**config.mk**
```make
export PLATFORM = sky130hd
export DESIGN_NAME = owire_search_slave
export DESIGN_NICKNAME = d
export VERILOG_FILES = /design/src/rtl/owire_search_pkg.sv /design/src/rtl/owire_line_mon.sv /design/src/rtl/owire_slot.sv /design/src/rtl/owire_search_fsm.sv /design/src/rtl/owire_search_slave.sv
export SDC_FILE = /design/constraint.sdc
export NUM_CORES = 1
export LEC_CHECK = 0
export BUFFER_PORTS_ARGS = -buffer_cell sky130_fd_sc_hd__buf_2
export CAP_MARGIN = 20
export CORE_UTILIZATION = 45
export CTS_CLUSTER_DIAMETER = 40
export DETAILED_ROUTE_END_ITERATION = 8
export GPL_TIMING_DRIVEN = 0
export PLACE_DENSITY = 0.67
export RECOVER_POWER = 50
export SKIP_CTS_REPAIR_TIMING = 1
export SLEW_MARGIN = 40
export SYNTH_ARGS = -nofsm -noshare
export SYNTH_HDL_FRONTEND = slang
export SYNTH_SLANG_ARGS = --single-unit
```
**constraint.sdc**
```tcl
create_clock -name clk -period 3.8 [get_ports clk]
set_input_delay 0.95 -clock clk [delete_from_list [all_inputs] [get_ports clk]]
set_output_delay 0.95 -clock clk [all_outputs]
set_load 0.1 [all_outputs]
```
**src/rtl/owire_search_pkg.sv**
```systemverilog
// Package: shared state encoding and protocol constants for the one-wire
// search responder. Assumes no other package defines these names.
package owire_search_pkg;

    // Protocol state of the responder
    typedef enum logic [3:0] {
        ST_IDLE,
        ST_RST_LOW,
        ST_PRES_GAP,
        ST_PRES_DRV,
        ST_CMD,
        ST_BIT,
        ST_CMP,
        ST_WR,
        ST_FOUND,
        ST_OUT
    } ow_state_e;

    // Command byte value that starts an identifier search
    localparam logic [7:0] SEARCH_CMD = 8'hF0;

endpackage

```
**src/rtl/owire_line_mon.sv**
```systemverilog
// Line monitor: synchronises the line level and reports its edges. It also
// reports a bus reset once the line has been low for RESET_CYC cycles.
// Assumes line_in may change at any time relative to clk.
module owire_line_mon #(
    parameter int RESET_CYC = 960
) (
    input  logic clk,
    input  logic rst_n,
    input  logic line_in,
    output logic line_s,
    output logic fall,
    output logic rise,
    output logic reset_det
);
    localparam int CW = $clog2(RESET_CYC + 1);
    localparam logic [CW-1:0] LIM     = CW'(RESET_CYC);
    localparam logic [CW-1:0] LIM_M1  = CW'(RESET_CYC - 1);

    logic [1:0]    sync_q;
    logic          prev_q;
    logic [CW-1:0] low_cnt;

    // Two-stage synchroniser and previous-level register for edge detection
    always_ff @(posedge clk) begin
        if (!rst_n) begin
            sync_q <= 2'b11;
            prev_q <= 1'b1;
        end else begin
            sync_q <= {sync_q[0], line_in};
            prev_q <= sync_q[1];
        end
    end

    // Saturating count of consecutive low cycles
    always_ff @(posedge clk) begin
        if (!rst_n || sync_q[1]) begin
            low_cnt <= '0;
        end else if (low_cnt != LIM) begin
            low_cnt <= low_cnt + 1'b1;
        end
    end

    // Edge and reset indications
    always_comb begin
        line_s    = sync_q[1];
        fall      = prev_q & ~sync_q[1];
        rise      = ~prev_q & sync_q[1];
        reset_det = ~sync_q[1] && (low_cnt == LIM_M1);
    end
endmodule

```
**src/rtl/owire_slot.sv**
```systemverilog
// Slot engine: starts a time slot on a falling edge while armed. It holds the
// line low for HOLD_CYC cycles when the latched transmit bit is 0, and samples
// the line SAMPLE_CYC cycles after the slot start. Assumes a slot is never
// shorter than the larger of the two windows.
module owire_slot #(
    parameter int SAMPLE_CYC = 60,
    parameter int HOLD_CYC   = 60
) (
    input  logic clk,
    input  logic rst_n,
    input  logic abort,
    input  logic arm,
    input  logic fall,
    input  logic line_s,
    input  logic tx_en,
    input  logic tx_bit,
    output logic pull,
    output logic done,
    output logic rx_bit
);
    localparam int END_CYC = (SAMPLE_CYC > HOLD_CYC) ? SAMPLE_CYC : HOLD_CYC;
    localparam int TW      = $clog2(END_CYC + 1);
    localparam logic [TW-1:0] T_END  = TW'(END_CYC - 1);
    localparam logic [TW-1:0] T_SMP  = TW'(SAMPLE_CYC - 1);
    localparam logic [TW-1:0] T_HOLD = TW'(HOLD_CYC);

    logic          active;
    logic [TW-1:0] t_q;
    logic          tx0_q;

    // Slot timer: start on an armed falling edge, stop at the end of the window
    always_ff @(posedge clk) begin
        if (!rst_n || abort) begin
            active <= 1'b0;
            t_q    <= '0;
            tx0_q  <= 1'b0;
        end else if (!active) begin
            t_q <= '0;
            if (arm && fall) begin
                active <= 1'b1;
                tx0_q  <= tx_en & ~tx_bit;
            end
        end else begin
            t_q <= t_q + 1'b1;
            if (t_q == T_END) begin
                active <= 1'b0;
            end
        end
    end

    // Sample point: capture the line and flag slot completion
    always_ff @(posedge clk) begin
        if (!rst_n || abort) begin
            done   <= 1'b0;
            rx_bit <= 1'b1;
        end else begin
            done <= active && (t_q == T_SMP);
            if (active && (t_q == T_SMP)) begin
                rx_bit <= line_s;
            end
        end
    end

    // Drive low while sending a 0 inside the hold window
    always_comb begin
        pull = active && tx0_q && (t_q < T_HOLD);
    end
endmodule

```
**src/rtl/owire_search_fsm.sv**
```systemverilog
// Search controller: sequences the presence pulse, the command byte and the
// bit / complement / direction triplets of the identifier search. Assumes
// slot_done pulses once per slot, with slot_rx valid in the same cycle.
module owire_search_fsm
    import owire_search_pkg::*;
#(
    parameter int ID_W         = 64,
    parameter int PRES_GAP_CYC = 60,
    parameter int PRES_LEN_CYC = 240
) (
    input  logic            clk,
    input  logic            rst_n,
    input  logic [ID_W-1:0] id_i,
    input  logic            reset_det,
    input  logic            rise,
    input  logic            slot_done,
    input  logic            slot_rx,
    output ow_state_e       state,
    output logic            slot_arm,
    output logic            tx_en,
    output logic            tx_bit,
    output logic            pres_pull,
    output logic            selected
);
    localparam int PW  = (ID_W > 1) ? $clog2(ID_W) : 1;
    localparam int PMX = (PRES_GAP_CYC > PRES_LEN_CYC) ? PRES_GAP_CYC : PRES_LEN_CYC;
    localparam int CW  = $clog2(PMX + 1);
    localparam logic [CW-1:0] GAP_LAST = CW'(PRES_GAP_CYC - 1);
    localparam logic [CW-1:0] LEN_LAST = CW'(PRES_LEN_CYC - 1);
    localparam logic [PW-1:0] POS_LAST = PW'(ID_W - 1);

    logic [CW-1:0] cnt_q;
    logic [PW-1:0] pos_q;
    logic [7:0]    cmd_q;
    logic [2:0]    cmd_cnt;
    logic          own_bit;
    logic [7:0]    cmd_next;

    // Identifier bit at the current search position and the next command value
    always_comb begin
        own_bit  = id_i[pos_q];
        cmd_next = {slot_rx, cmd_q[7:1]};
    end

    // Protocol state machine
    always_ff @(posedge clk) begin
        if (!rst_n) begin
            state   <= ST_IDLE;
            cnt_q   <= '0;
            pos_q   <= '0;
            cmd_q   <= '0;
            cmd_cnt <= '0;
        end else if (reset_det) begin
            state <= ST_RST_LOW;
            cnt_q <= '0;
        end else begin
            unique case (state)
                ST_RST_LOW: begin
                    if (rise) begin
                        state <= ST_PRES_GAP;
                        cnt_q <= '0;
                    end
                end
                ST_PRES_GAP: begin
                    if (cnt_q == GAP_LAST) begin
                        state <= ST_PRES_DRV;
                        cnt_q <= '0;
                    end else begin
                        cnt_q <= cnt_q + 1'b1;
                    end
                end
                ST_PRES_DRV: begin
                    if (cnt_q == LEN_LAST) begin
                        state   <= ST_CMD;
                        cnt_q   <= '0;
                        cmd_cnt <= '0;
                    end else begin
                        cnt_q <= cnt_q + 1'b1;
                    end
                end
                ST_CMD: begin
                    if (slot_done) begin
                        cmd_q   <= cmd_next;
                        cmd_cnt <= cmd_cnt + 1'b1;
                        if (cmd_cnt == 3'd7) begin
                            pos_q <= '0;
                            state <= (cmd_next == SEARCH_CMD) ? ST_BIT : ST_IDLE;
                        end
                    end
                end
                ST_BIT: begin
                    if (slot_done) state <= ST_CMP;
                end
                ST_CMP: begin
                    if (slot_done) state <= ST_WR;
                end
                ST_WR: begin
                    if (slot_done) begin
                        if (slot_rx != own_bit) begin
                            state <= ST_OUT;
                        end else if (pos_q == POS_LAST) begin
                            state <= ST_FOUND;
                        end else begin
                            pos_q <= pos_q + 1'b1;
                            state <= ST_BIT;
                        end
                    end
                end
                default: state <= state;
            endcase
        end
    end

    // Slot control and status outputs decoded from the state
    always_comb begin
        slot_arm  = (state == ST_CMD) || (state == ST_BIT) ||
                    (state == ST_CMP) || (state == ST_WR);
        tx_en     = (state == ST_BIT) || (state == ST_CMP);
        tx_bit    = (state == ST_CMP) ? ~own_bit : own_bit;
        pres_pull = (state == ST_PRES_DRV);
        selected  = (state == ST_BIT) || (state == ST_CMP) ||
                    (state == ST_WR)  || (state == ST_FOUND);
    end
endmodule

```
**src/rtl/owire_search_slave.sv**
```systemverilog
// Top of the one-wire search responder. Joins the line monitor, the slot
// engine and the search controller, and merges the two pull-low sources.
// Assumes an external open-drain driver that pulls the line low while
// line_pull is high.
module owire_search_slave
    import owire_search_pkg::*;
#(
    parameter int ID_W        = 64,
    parameter int CLK_PER_US  = 50,
    parameter int RESET_US    = 480,
    parameter int PRES_GAP_US = 30,
    parameter int PRES_LEN_US = 120,
    parameter int SAMPLE_US   = 30,
    parameter int HOLD_US     = 30
) (
    input  logic            clk,
    input  logic            rst_n,
    input  logic            line_in,
    input  logic [ID_W-1:0] id_i,
    output logic            line_pull,
    output logic            selected
);
    localparam int RESET_CYC    = RESET_US * CLK_PER_US;
    localparam int PRES_GAP_CYC = PRES_GAP_US * CLK_PER_US;
    localparam int PRES_LEN_CYC = PRES_LEN_US * CLK_PER_US;
    localparam int SAMPLE_CYC   = SAMPLE_US * CLK_PER_US;
    localparam int HOLD_CYC     = HOLD_US * CLK_PER_US;

    logic      line_s;
    logic      fall;
    logic      rise;
    logic      reset_det;
    logic      slot_arm;
    logic      tx_en;
    logic      tx_bit;
    logic      slot_pull;
    logic      slot_done;
    logic      slot_rx;
    logic      pres_pull;
    ow_state_e state;

    owire_line_mon #(
        .RESET_CYC (RESET_CYC)
    ) u_mon (
        .clk       (clk),
        .rst_n     (rst_n),
        .line_in   (line_in),
        .line_s    (line_s),
        .fall      (fall),
        .rise      (rise),
        .reset_det (reset_det)
    );

    owire_slot #(
        .SAMPLE_CYC (SAMPLE_CYC),
        .HOLD_CYC   (HOLD_CYC)
    ) u_slot (
        .clk    (clk),
        .rst_n  (rst_n),
        .abort  (reset_det),
        .arm    (slot_arm),
        .fall   (fall),
        .line_s (line_s),
        .tx_en  (tx_en),
        .tx_bit (tx_bit),
        .pull   (slot_pull),
        .done   (slot_done),
        .rx_bit (slot_rx)
    );

    owire_search_fsm #(
        .ID_W         (ID_W),
        .PRES_GAP_CYC (PRES_GAP_CYC),
        .PRES_LEN_CYC (PRES_LEN_CYC)
    ) u_fsm (
        .clk       (clk),
        .rst_n     (rst_n),
        .id_i      (id_i),
        .reset_det (reset_det),
        .rise      (rise),
        .slot_done (slot_done),
        .slot_rx   (slot_rx),
        .state     (state),
        .slot_arm  (slot_arm),
        .tx_en     (tx_en),
        .tx_bit    (tx_bit),
        .pres_pull (pres_pull),
        .selected  (selected)
    );

    // Merge the presence pulse and the read-slot drive onto the pull enable
    always_comb begin
        line_pull = pres_pull | slot_pull;
    end
endmodule

```
# --- Word level (Yosys, flattened, before mapping) ---
# Index checks and enable logic that the tools add are counted.
totals:
  out_inout_bits: 2
  mem_count: 0
  ram_bits: 0
  in_bits: 67
  wordCells: 127
  latchBits: 0
  register_bits: 67
  romBits: 0
op_classes:
  muxes: 32
  n_reduce_logical: 28
  n_eq_ne: 35
  shifts: 0
  n_bitwise: 11
  addsub: 5
  multipliers: 0
  div: 0
  n_lt_le_gt_ge: 2
op_table:
  columns: ["cell", "count"]
  rows:
  - ["4-bit two-way mux", 10]
  - ["13-bit two-way mux", 3]
  - ["13-bit case mux with 3 select lines", 1]
  - ["6-bit two-way mux", 5]
  - ["4-bit case mux with 7 select lines", 1]
  - ["9-bit AND reduction", 2]
  - ["4-bit by 3-bit == test with 1-bit output (second input constant)", 4]
  - ["15-bit by 1-bit adder with 15-bit output (second input constant)", 1]
  - ["15-bit == test (second input constant)", 1]
  - ["15-bit inequality test (second input constant)", 1]
  - ["3-bit inequality test (second input constant)", 5]
  - ["2-bit inequality test (second input constant)", 7]
  - ["13-bit by 1-bit adder with 13-bit output (second input constant)", 1]
  - ["13-bit by 11-bit == test with 1-bit output (second input constant)", 1]
  - ["13-bit == test (second input constant)", 1]
  - ["6-bit case mux with 2 select lines", 1]
  - ["11-bit by 1-bit adder with 11-bit output (second input constant)", 1]
  - ["11-bit == test (second input constant)", 1]
  - ["11-bit < comparator (second input constant)", 1]
  - ["3-bit two-way mux", 3]
  - ["4-bit by 2-bit == test with 1-bit output (second input constant)", 2]
  - ["8-bit == test (second input constant)", 1]
  - ["1-bit logical OR", 8]
  - ["8-bit nonzero test", 1]
  - ["other kinds (27)", 50]

# --- Depth between registers and ports, before layout ---
logic_depth:
  ltp_word: 7
  depth_mapped: 11
  depth_no_buf: 8

# --- Cells and area by module ---
# Synthesis repeated with hierarchy kept, for this count alone.
hier_totals:
  cells_unflattened: 466
  hier_area_um2: 4072.7
modules_own_cells:
  columns: ["module", "n_inst", "area_per_inst_um2", "seq_area_each_um2", "cells_each"]
  rows:
  - ["owire_search_fsm", 1, 2513.7, 660.6, 293]
  - ["owire_line_mon", 1, 879.6, 360.3, 98]
  - ["owire_slot", 1, 673.1, 300.3, 74]
  - ["owire_search_slave", 1, 6.3, 0.0, 1]

# --- Worst setup path after synthesis ---
# Ideal clock, no wire load.
synth_timing:
  path_kind: "register -> output"
  from: "register u_fsm.state[0]"
  to: "output selected"
  arrival_ns: 3.100
  required_time_ns: 2.850
  setup_slack_ns: -0.250
  stages_incl_launch_ff: 5
  path_buffers: 2
  cell_sequence: "dfxtp_1 > clkbuf_1 > clkbuf_1 > or3_1 > o21ai_0"
synth_between:
  elab_chain_cells: 4
synth_lines:
  columns: ["element", "line", "source"]
  rows:
  - ["start, declared", "owire_search_fsm.sv:18", "output ow_state_e state,"]
  - ["start signal, assigned", "owire_search_fsm.sv:87", "state <= (cmd_next == SEARCH_CMD) ? ST_BIT : ST_IDLE;"]
  - ["start signal, assigned", "owire_search_fsm.sv:109", "default: state <= state;"]
  - ["4-bit by 3-bit == test with 1-bit output", "owire_search_fsm.sv:121", "selected = (state == ST_BIT) || (state == ST_CMP) ||"]
  - ["1-bit logical OR (2 in a row)", "owire_search_fsm.sv:121", null]
  - ["1-bit logical OR (*)", "owire_search_fsm.sv:122", "(state == ST_WR) || (state == ST_FOUND);"]
  - ["end, declared", "owire_search_slave.sv:21", "output logic selected"]
# Every way passes the cells marked *; elsewhere a longest branch is shown, timed or not.

# --- Worst setup path in the final report ---
# Ends and elaborated chain as after synthesis.

==> run_results.csv <==
group,metric,value,unit
global_route,grt_antenna_before_repair,0,
timing,rsz0062_at_grt,"no",
timing,timing.final.crit_share,79.3,%
route,dr.first_iter.drc_count,165,
worst_setup_path,critPathLaunchType,"flop",
worst_setup_path,path_cells,"clkbuf_1, clkbuf_1, or3_1, o21ai_1, buf_2",
worst_setup_path,crit_slowest_cell,"buf_2",
die,die_w,95.6,µm
worst_setup_path,rr_worst_depth,8,
timing,tightest_slew,0.885,ns
global_route,grt_overflow,0,
cts,cts_tree,"yes",
route,vias_per_cell,5.59,
die,die_h,95.6,µm
die,fp.dieArea,9140,µm²
synthesis,syn_inst,441,
timing,period_needed,3.01,ns
min_path,hold_end,"u_mon.sync_q[1]",
route,route.detailed.drc,0,
timing,drv_slew,0,
timing,slew_headroom,40.8,%
min_path,min-delay-start,"u_mon.sync_q[0]",
worst_setup_path,regToRegEndpoint,"u_fsm.state[0]",
worst_setup_path,crit_fanout,10,
layout,regArea,1320,µm²
timing,setup_viol,0,
synthesis,syn_nets,515,
cts,clkTransAtPathRegs,0.08,ns
placement,hpwlAfterDp,6680,µm
worst_setup_path,slowest_delay,0.45,ns
die,boundaryPins,69,
placement,globalplace.congestion,0.837,
synthesis,yosys_warnings,0,
synthesis,synth-async-reset-ratio,0,%
cts,clockBufferDepth,2,
synthesis,avgSynthCellArea,8.94,µm²
worst_setup_path,rrSetupSlack,0.97,ns
synthesis,synth.distinct_cells,70,
synthesis,synth_edf_count,0,
status,status,"completed",
worst_setup_path,critical_path_class,"reg -> out",
min_path,hold_path.class,"reg -> reg",
placement,placed_area,4410,µm²
cts,numCtsBuffers,9,
global_route,grt_pass1_vias,3422,
cts,clock_sinks,66,
synthesis,ys_ff_latch,66,
timing,fmax,332,MHz
global_route,grt_max_degree,14,
route,dr_total_vias,3519,
timing,setup_tns,0,ns
die,rows,33,
synthesis,ys_seq_area_share,33.5,%
synthesis,syn-cell-area,3940,µm²
min_path,holdPathStages,1,
route,first_pass_iters,4,
worst_setup_path,worstPathArrival,2.06,ns
placement,portBuffers,67,
route,postRouteAntennaNets,0,
layout,final_nets,593,
cts,clock_latency,0.35,ns
worst_setup_path,crit_required,2.85,ns
route,wl,8960,µm
global_route,track_usage,21.2,%
die,coreArea,8340,µm²
timing,finalHoldViolations,0,
worst_setup_path,r2r-start,"u_fsm.state[0]",
layout,finish.instance_area,4640,µm²
layout,nFillCells,793,
pwr,power_leakage,1.72,nW
job,drv_cap,0,
layout,syn2layout_area_growth,17.7,%
pwr,ir_drop,227,µV
global_route,grt_pass1_wl,15300,µm
layout,drive_gt1_share,22.7,%
pwr,power.density,358,nW/µm²
synthesis,synth_ff_type,"dfxtp_1",
timing,clock_skew,0.0106,ns
worst_setup_path,critPathCaptureType,"output port",
layout,multi_input_area,2390,µm²
die,start_util,47.3,%
cts,cts-htree-levels,3,
route,wl_per_cell,14.2,µm
layout,antennaDiodeCount,0,
worst_setup_path,crit_top_cell,"clkbuf_1",
cts,clock-root-buffer,"clkbuf_8",
-- how the worst max path moves through the flow --
stage                    from  depth (start not counted)  slack (ns)             end
4_1_cts        u_fsm.state[0]                          5        0.77        selected
5_1_grt        u_fsm.state[0]                          5        0.60        selected
3_3_place_gp          id_i[1]                          8        0.52  u_fsm.pos_q[4]
6_report       u_fsm.state[0]                          5        0.79        selected
3_5_place_dp          id_i[1]                          8        0.48  u_fsm.pos_q[4]
2_1_floorplan  u_fsm.state[0]                          4        0.50        selected
-- cells in the mapped netlist, types with 3 or more instances --
| library cell | n | share of area (%) |
|---|---|---|
| buf_4 | 4 | 0.76 |
| nand2_1 | 27 | 2.6 |
| o311ai_1 | 3 | 0.67 |
| a31oi_1 | 5 | 0.79 |
| a22oi_1 | 3 | 0.57 |
| nand4_1 | 10 | 1.6 |
| xor2_1 | 19 | 4.2 |
| or4_1 | 4 | 0.76 |
| a21oi_1 | 11 | 1.4 |
| a211oi_1 | 3 | 0.57 |
| and3_1 | 10 | 1.6 |
| nand3_1 | 29 | 3.7 |
| xnor2_1 | 12 | 2.7 |
| nor2b_1 | 6 | 0.95 |
| o21ai_0 | 12 | 1.5 |
| o31a_1 | 3 | 0.67 |
| buf_6 | 7 | 2.0 |
| or3_1 | 7 | 1.1 |
| dfxtp_1 | 66 | 34 |
| nor2_1 | 65 | 6.2 |
| ha_1 | 7 | 2.2 |
| inv_1 | 14 | 1.3 |
| clkbuf_1 | 9 | 0.86 |
| nand2b_1 | 7 | 1.1 |
| mux4_1 | 6 | 4.0 |
| nor3b_1 | 3 | 0.57 |
| mux2i_1 | 13 | 3.3 |
| nor4_1 | 5 | 0.79 |
| mux4_2 | 8 | 4.6 |
| nor3_1 | 13 | 1.6 |
| nor4b_1 | 4 | 0.89 |
-- state kept, by name, indices dropped and copies added (netlist names), 2 cells and up --
register	count
u_fsm.state	4
u_fsm.cmd_q	7
u_slot.t_q	11
u_mon.low_cnt	15
u_fsm.cmd_cnt	3
u_mon.sync_q	2
u_fsm.cnt_q	13
u_fsm.pos_q	6
-- power breakdown --
part	switching, mW	internal, mW	total (mW)	leakage [nW]
clock	0.295	0.395	0.691	0.118
sequential	0.0144	0.707	0.721	0.533
combinational	0.150	0.102	0.252	1.07
-- per-stage QoR --
stage                     hold slack (ns)  utilization, %  std cells  setup WS, ns  power [mW]
after detailed placement            0.392            52.9        613         0.483       0.986
after CTS                           0.412            55.7        629         0.768        1.68
after global placement              0.396            52.9        613         0.524       0.982
after global routing                0.436            55.7        629         0.595        1.74
after floorplan                     0.386               -        441         0.502       0.911
final                               0.413            55.7        629         0.787        1.66
-- placed cells by master, fill, tap and decap left out, types with 4 or more instances in the layout --
cell type and instances:
buf_2 67, dfxtp_1 66, nor2_1 65, nand3_1 29
nand2_1 27, xor2_1 19, inv_1 14, mux2i_1 13
nor3_1 12, xnor2_1 12, clkbuf_1 11, o21ai_0 11
a21oi_1 11, and3_1 10, nand4_1 10, clkbuf_8 10
mux4_2 8, nand2b_1 7, or3_1 7, buf_6 7
ha_1 7, nor2b_1 6, mux4_1 6, nor4_1 5
a31oi_1 5, nor4b_1 4, or4_1 4
-- worst max-delay path: cells and delay by family, from the launching register on --
| family | cells | cell delay, ns |
|---|---|---|
| flip-flops | 1 | 0.30 |
| buffers and inverters | 3 | 0.88 |
| AND/OR/NAND/NOR | 1 | 0.40 |
| AO/OA/AOI/OAI | 1 | 0.13 |
-- area by class of cell --
type	instances	area share [%]
flip-flops and latches	66	28.5
clock inverters	6	2.05
inverters	14	1.13
clock buffers	10	2.96
plain buffers	25	3.83
well taps	105	2.83
multi-input cells	336	51.5
repair buffers	67	7.22
-- cell families (layout without fill, tap and decap cells) --
logic type                 after synthesis  after routing  share of synthesized area [%]
buffers and inverters                   39            122                           5.96
AOI/OAI and AO/OA                       66             66                           12.6
and+or+nand+nor                        203            203                           26.4
DFF                                     66             66                           33.5
muxes                                   29             29                           12.4
xor gates and xnor gates                31             31                           6.88
adders and majority gates                7              7                           2.22
-- per-layer routing --
layer	track usage [%]	vias to the layer above	routed length, µm
met5	0	-	0
met1	25.9	1666	4190
met2	35.8	77	4320
li1	-	1767	-
met4	8.71	0	89
met3	5.02	9	365
Note: power is estimated with default switching activity, not from simulation.
